$ cat src/rtl/cmd_dec_pkg.sv
package cmd_dec_pkg;
  typedef enum logic [2:0] {
    CMD_DES = 3'd0,
    CMD_NOP = 3'd1,
    CMD_ACT = 3'd2,
    CMD_RD  = 3'd3,
    CMD_WR  = 3'd4,
    CMD_PRE = 3'd5,
    CMD_MRS = 3'd6,
    CMD_REF = 3'd7
  } cmdCode_e;

  // Load strobes from control to datapath
  typedef struct packed {
    logic     valid;
    cmdCode_e code;
    logic     ldBank;
    logic     ldRow;
    logic     ldCol;
    logic     ldFlags;
    logic     ldMr;
    logic     preAll;
  } ctrlStrobes_t;
endpackage

$ cat src/rtl/cmd_dec_ctrl.sv
module cmd_dec_ctrl
  import cmd_dec_pkg::*;
(
  input  logic         csN,
  input  logic         actN,
  input  logic         rasPin,
  input  logic         casPin,
  input  logic         wePin,
  input  logic         apPin,
  output ctrlStrobes_t strobes
);
  logic [2:0] pinCode;
  assign pinCode = {rasPin, casPin, wePin};

  always_comb begin
    strobes = '0;
    strobes.code = CMD_DES;
    if (!csN) begin
      strobes.valid = 1'b1;
      if (!actN) begin
        strobes.code   = CMD_ACT;
        strobes.ldBank = 1'b1;
        strobes.ldRow  = 1'b1;
      end else begin
        unique case (pinCode)
          3'b000: begin
            strobes.code = CMD_MRS;
            strobes.ldMr = 1'b1;
          end
          3'b001: strobes.code = CMD_REF;
          3'b010: begin
            strobes.code   = CMD_PRE;
            strobes.preAll = apPin;
            strobes.ldBank = !apPin;
          end
          3'b100: begin
            strobes.code    = CMD_WR;
            strobes.ldBank  = 1'b1;
            strobes.ldCol   = 1'b1;
            strobes.ldFlags = 1'b1;
          end
          3'b101: begin
            strobes.code    = CMD_RD;
            strobes.ldBank  = 1'b1;
            strobes.ldCol   = 1'b1;
            strobes.ldFlags = 1'b1;
          end
          default: strobes.code = CMD_NOP;
        endcase
      end
    end
  end
endmodule

$ cat src/rtl/cmd_dec_dpath.sv
module cmd_dec_dpath
  import cmd_dec_pkg::*;
#(
  parameter int ADDR_W = 18,
  parameter int COL_W  = 10,
  parameter int OP_W   = 14,
  parameter int BG_W   = 2,
  parameter int BA_W   = 2,
  parameter int CID_W  = 3,
  parameter int AP_BIT = 10,
  parameter int BC_BIT = 12,
  localparam int MR_W  = BG_W + BA_W
) (
  input  logic              clk,
  input  logic              rstN,
  input  ctrlStrobes_t      strobes,
  input  logic [ADDR_W-1:0] addrBus,
  input  logic [BG_W-1:0]   bg,
  input  logic [BA_W-1:0]   ba,
  input  logic [CID_W-1:0]  chipId,
  output logic              cmdValid,
  output logic [2:0]        cmdCode,
  output logic [BG_W-1:0]   bankGroup,
  output logic [BA_W-1:0]   bank,
  output logic [ADDR_W-1:0] rowAddr,
  output logic [COL_W-1:0]  colAddr,
  output logic              autoPre,
  output logic              burstChop,
  output logic              preAll,
  output logic [MR_W-1:0]   mrSel,
  output logic [OP_W-1:0]   mrOpcode,
  output logic [CID_W-1:0]  chipIdOut
);
  logic              nValid, nAp, nBc, nPreAll;
  logic [2:0]        nCode;
  logic [BG_W-1:0]   nBg;
  logic [BA_W-1:0]   nBa;
  logic [ADDR_W-1:0] nRow;
  logic [COL_W-1:0]  nCol;
  logic [MR_W-1:0]   nMrSel;
  logic [OP_W-1:0]   nOp;
  logic [CID_W-1:0]  nCid;

  always_comb begin
    nValid  = strobes.valid;
    nCode   = strobes.code;
    nPreAll = strobes.preAll;
    nBg = '0; nBa = '0; nRow = '0; nCol = '0;
    nAp = 1'b0; nBc = 1'b0; nMrSel = '0; nOp = '0; nCid = '0;
    if (strobes.ldBank) begin
      nBg = bg;
      nBa = ba;
    end
    if (strobes.ldRow) nRow = addrBus;
    if (strobes.ldCol) nCol = addrBus[COL_W-1:0];
    if (strobes.ldFlags) begin
      nAp = addrBus[AP_BIT];
      nBc = !addrBus[BC_BIT];
    end
    if (strobes.ldMr) begin
      nMrSel = {bg, ba};
      nOp    = addrBus[OP_W-1:0];
    end
    if (strobes.valid) nCid = chipId;
  end

  always_ff @(posedge clk or negedge rstN) begin
    if (!rstN) begin
      cmdValid  <= 1'b0;
      cmdCode   <= CMD_DES;
      bankGroup <= '0;
      bank      <= '0;
      rowAddr   <= '0;
      colAddr   <= '0;
      autoPre   <= 1'b0;
      burstChop <= 1'b0;
      preAll    <= 1'b0;
      mrSel     <= '0;
      mrOpcode  <= '0;
      chipIdOut <= '0;
    end else begin
      cmdValid  <= nValid;
      cmdCode   <= nCode;
      bankGroup <= nBg;
      bank      <= nBa;
      rowAddr   <= nRow;
      colAddr   <= nCol;
      autoPre   <= nAp;
      burstChop <= nBc;
      preAll    <= nPreAll;
      mrSel     <= nMrSel;
      mrOpcode  <= nOp;
      chipIdOut <= nCid;
    end
  end
endmodule

$ cat src/rtl/cmd_dec_top.sv
module cmd_dec_top
  import cmd_dec_pkg::*;
#(
  parameter int ADDR_W  = 18,
  parameter int COL_W   = 10,
  parameter int OP_W    = 14,
  parameter int BG_W    = 2,
  parameter int BA_W    = 2,
  parameter int CID_W   = 3,
  parameter int AP_BIT  = 10,
  parameter int BC_BIT  = 12,
  parameter int RAS_BIT = 16,
  parameter int CAS_BIT = 15,
  parameter int WE_BIT  = 14,
  localparam int MR_W   = BG_W + BA_W
) (
  input  logic              clk,
  input  logic              rstN,
  input  logic              csN,
  input  logic              actN,
  input  logic [ADDR_W-1:0] addrBus,
  input  logic [BG_W-1:0]   bg,
  input  logic [BA_W-1:0]   ba,
  input  logic [CID_W-1:0]  chipId,
  output logic              cmdValid,
  output logic [2:0]        cmdCode,
  output logic [BG_W-1:0]   bankGroup,
  output logic [BA_W-1:0]   bank,
  output logic [ADDR_W-1:0] rowAddr,
  output logic [COL_W-1:0]  colAddr,
  output logic              autoPre,
  output logic              burstChop,
  output logic              preAll,
  output logic [MR_W-1:0]   mrSel,
  output logic [OP_W-1:0]   mrOpcode,
  output logic [CID_W-1:0]  chipIdOut
);
  ctrlStrobes_t strobes;

  cmd_dec_ctrl uCtrl (
    .csN    (csN),
    .actN   (actN),
    .rasPin (addrBus[RAS_BIT]),
    .casPin (addrBus[CAS_BIT]),
    .wePin  (addrBus[WE_BIT]),
    .apPin  (addrBus[AP_BIT]),
    .strobes(strobes)
  );

  cmd_dec_dpath #(
    .ADDR_W(ADDR_W), .COL_W(COL_W), .OP_W(OP_W), .BG_W(BG_W),
    .BA_W(BA_W), .CID_W(CID_W), .AP_BIT(AP_BIT), .BC_BIT(BC_BIT)
  ) uDpath (
    .clk      (clk),
    .rstN     (rstN),
    .strobes  (strobes),
    .addrBus  (addrBus),
    .bg       (bg),
    .ba       (ba),
    .chipId   (chipId),
    .cmdValid (cmdValid),
    .cmdCode  (cmdCode),
    .bankGroup(bankGroup),
    .bank     (bank),
    .rowAddr  (rowAddr),
    .colAddr  (colAddr),
    .autoPre  (autoPre),
    .burstChop(burstChop),
    .preAll   (preAll),
    .mrSel    (mrSel),
    .mrOpcode (mrOpcode),
    .chipIdOut(chipIdOut)
  );
endmodule

$ cat config.mk
export PLATFORM = sky130hd
export DESIGN_NAME = cmd_dec_top
export DESIGN_NICKNAME = d
export VERILOG_FILES = /design/src/rtl/cmd_dec_pkg.sv /design/src/rtl/cmd_dec_ctrl.sv /design/src/rtl/cmd_dec_dpath.sv /design/src/rtl/cmd_dec_top.sv
export SDC_FILE = /design/constraint.sdc
export NUM_CORES = 1
export LEC_CHECK = 0
export CORE_UTILIZATION = 32
export DETAILED_ROUTE_END_ITERATION = 8
export SYNTH_ARGS = -nofsm -noshare
export SYNTH_HDL_FRONTEND = slang
export SYNTH_HIERARCHICAL = 1
export SYNTH_SLANG_ARGS = --single-unit
$ cat constraint.sdc
create_clock -name clk -period 0.8 [get_ports clk]
set_input_delay 0.2 -clock clk [delete_from_list [all_inputs] [get_ports clk]]
set_output_delay 0.2 -clock clk [all_outputs]
set_load 0.05 [all_outputs]
==> impl_summary.md <==
Clock network
The buffer depth of the longest clock path is 2. The CTS buffer count is 9. Clock tree synthesis found a total of 60 sinks. The clock-pin slew reported for the worst setup and hold paths after clock tree synthesis is 60 ps.

The CTS tree is yes. The H-tree was split into 3 levels. The clock tree root driver cell is sky130_fd_sc_hd__clkbuf_8.

Layout
After the last flow step, the layout net total stands at 281. Of the cells placed in the final design, the portion with a size suffix greater than 1 is around half. After routing the design area is 4050 sq um.

The area growth from synthesis to layout is 104%. The antenna diode instance count is 0. Cells fill between 60% and 70% of the core in the end.

Outcome
The run finished, with violations left. The final reports fail on negative setup slack.

Critical path
Grouping stages by cell kind, the critical path spends the most delay in flip-flops. The kind of capture point of the worst setup path is an output pin. For the worst setup path, the data arrival time is 890 ps.

On the worst path, the slowest cell contributes a delay of 410 ps. The worst setup path is launched from a register. The slowest stage of the critical path belongs to the cell sky130_fd_sc_hd__dfrtp_1. The number of buffers and inverters on the critical path is 1.

The type of the worst setup path is reg -> out. Walking the worst path, the cells encountered are buf_12. Of all nets on the critical path, the largest fanout is 1. The required time at the endpoint of the critical path is 600 ps.

Logic synthesis
The count of cell types in the netlist is 16. The net count after synthesis is 164. The share of Yosys cell area claimed by the top area cell type is 75.6%. Ranked by total cell area, the synthesized netlist is headed by sky130_fd_sc_hd__dfrtp_1 (76%), sky130_fd_sc_hd__and2_1 (12%), sky130_fd_sc_hd__and2_2 (5.7%). The mean area per synthesized cell is approximately 15 sq um. By count the netlist is led by sky130_fd_sc_hd__dfrtp_1 (60), sky130_fd_sc_hd__and2_1 (39), sky130_fd_sc_hd__and2_2 (15). The synthesized design contains 60 register bits.

Counting flops with a built-in enable in the synthesized netlist gives 0. Counting flops with an async set or reset pin after synthesis yields a share of 100%. The cell count after synthesis came out at 135. The cell area after technology mapping is between 1500 and 2000 sq um. The leading cell type by number of instances after synthesis is sky130_fd_sc_hd__dfrtp_1. For this run, the number of Yosys warnings is 6. For this run, the leading register cell type out of synthesis is sky130_fd_sc_hd__dfrtp_1.

The sequential cell area fraction in the yosys report is 75.6%. The cell accounting for the most synthesized area is sky130_fd_sc_hd__dfrtp_1.

Floorplan
The die height is 80.8 um. The initial utilization of the core area, before any placement, comes to roughly 33%. From left edge to right edge, the die measures ~81 um. For this design the top-level I/O count stands at 89. The die covers 6530 sq um. The core box area is 5960 sq um. In this run the core area contains 28 standard-cell rows.

GRT
The first-pass GRT wire length is 7520 um. For this run, the total global-route usage over all layers was measured as between 10% and 20%. The layer with the highest usage after global routing is met2.

The global routing usage on met3 is 3.71%. The via count of the first global-routing pass is roughly 1.4k. The initial antenna violation count is 0. Global routing used about a quarter of the available met2 tracks.

The global-route track usage on met1 is 20.1%. The total global routing overflow is 0. The maximum number of pins on one net before global-route repair is 61.

Timing
The final critical delay including setup and external delays is 1090 ps. Derived from the worst setup path, the maximum achievable clock frequency is around 0.92 GHz. The number of setup violations in the final report is 77. Setup repair after global routing could not meet its margin everywhere.

In this run the tightest slew margin relative to its limit is between 70% and 80%. For the pin with the worst max-slew slack, the measured transition is 369 ps. The final worst slack is -291 ps. The final cycle utilization of the critical path is 136%.

The count of pins over their slew limit is 0. The setup total negative slack is -17660 ps. The hold violation count in the final report is 0.

Detailed routing
The per-cell via count in the routed design is 4.18. The routed design has roughly 4700 um of wire. In this run the remaining antenna-violating nets after routing total 0. After detailed routing, the number of remaining DRC violations is 0.

The detailed router finished its first iteration with 76 violations. The detailed-router iteration count before antenna repair is 2. The via count of the routed design is approximately 1.4k. The detailed-route wire length per cell is 14.1 um.

Placed design
The post-placement cell area is 3700 sq um. The number of buffers added on ports is just under 90. The placer's final routability congestion estimate is 0.744. The estimated wirelength of the detail-placed design is 3170 um.

Pwr
The worst-case IR drop observed on VDD is 0.000995 V. The leakage power summed over all cells is between 0.0015 and 0.002 uW. The cell area power density is 1660 nW/um^2.

Hold path
The min-delay analysis places its worst path in the category in -> reg.

Job
The max-cap violation count is 0.
[per-layer routing]
| metal | wire, um | vias up |
|---|---|---|
| met1 | 1990 | 668 |
| met3 | 260 | 9 |
| met2 | 2350 | 53 |
| met4 | 98 | 0 |
| met5 | 0 | - |
| li1 | - | 658 |
[cell usage in the layout, fill, tap and decap left out, drive strengths merged]
cell | Yosys | layout
a21o | 1 | 1
a21oi | 1 | 1
a31oi | 1 | 1
and2 | 54 | 54
buf | 3 | 87
clkbuf | 0 | 15
clkdlybuf4s50 | 0 | 21
clkinv | 0 | 1
dfrtp | 60 | 60
dlygate4sd3 | 0 | 1
inv | 2 | 2
maj3 | 1 | 1
nand2 | 2 | 2
nand2b | 1 | 1
nor2 | 5 | 5
nor2b | 1 | 1
nor4 | 2 | 2
or4b | 1 | 1
[final timing paths]
kind	from	to	slack, ps	depth (start not counted)
worst max-delay path	uDpath/preAll$_DFF_PN0_	preAll	-290	1
worst min-delay path	csN	uDpath/cmdValid$_DFF_PN0_	190	3
max in group asynchronous	rstN	uDpath/mrOpcode[10]$_DFF_PN0_	100	3
min in group asynchronous	rstN	uDpath/colAddr[4]$_DFF_PN0_	450	3
[layout make-up]
cell class	count	area (sq um)
clock buffer	15	176
clock inverter	1	5.00
fill	407	1900
inverter	2	23.8
multi-input combinational	70	554
sequential	60	1500
tap	75	93.8
timing repair buffer	109	1700
[registers in the layout, indices dropped and copies added (netlist names)]
| signal | flops |
|---|---|
| uDpath/bankGroup | 2 |
| uDpath/autoPre | 1 |
| uDpath/rowAddr | 18 |
| uDpath/cmdCode | 3 |
| uDpath/preAll | 1 |
| uDpath/mrOpcode | 14 |
| uDpath/chipIdOut | 3 |
| uDpath/cmdValid | 1 |
| uDpath/bank | 2 |
| uDpath/mrSel | 4 |
| uDpath/burstChop | 1 |
| uDpath/colAddr | 10 |
[metrics by stage]
stage	setup WS, ps	hold WS [ps]	power, uW	cells
2_1_floorplan	-294	-95.6	3600	135
3_3_place_gp	-928	229	4300	307
3_5_place_dp	-984	228	4310	307
4_1_cts	-311	133	6830	335
5_1_grt	-326	178	7050	332
6_report	-291	185	6740	332
[kinds of logic after synthesis]
| kind of cell | synth area share, % |
|---|---|
| simple gates | 21.0 |
| buf+inv | 1.89 |
| fa+ha+maj | 0.504 |
| compound gates | 1.01 |
| flops | 75.6 |
[report_power, final]
part	total [uW]	switching (uW)	internal, uW
clock	2430	1050	1380
sequential	3190	67.1	3120
combinational	1130	552	577
total	6740	1670	5070
[what timing repair did]
item / CTS / global route
resized for setup: 58 / 7
setup endpoints to repair: 120 / 109
hold buffers: 1 / 0
gates cloned: 4 / 0
pin swaps: 15 / 5
setup buffers: 7 / 1
endpoints found under the hold margin: 60 / 0
(Power assumes the default switching activity.)
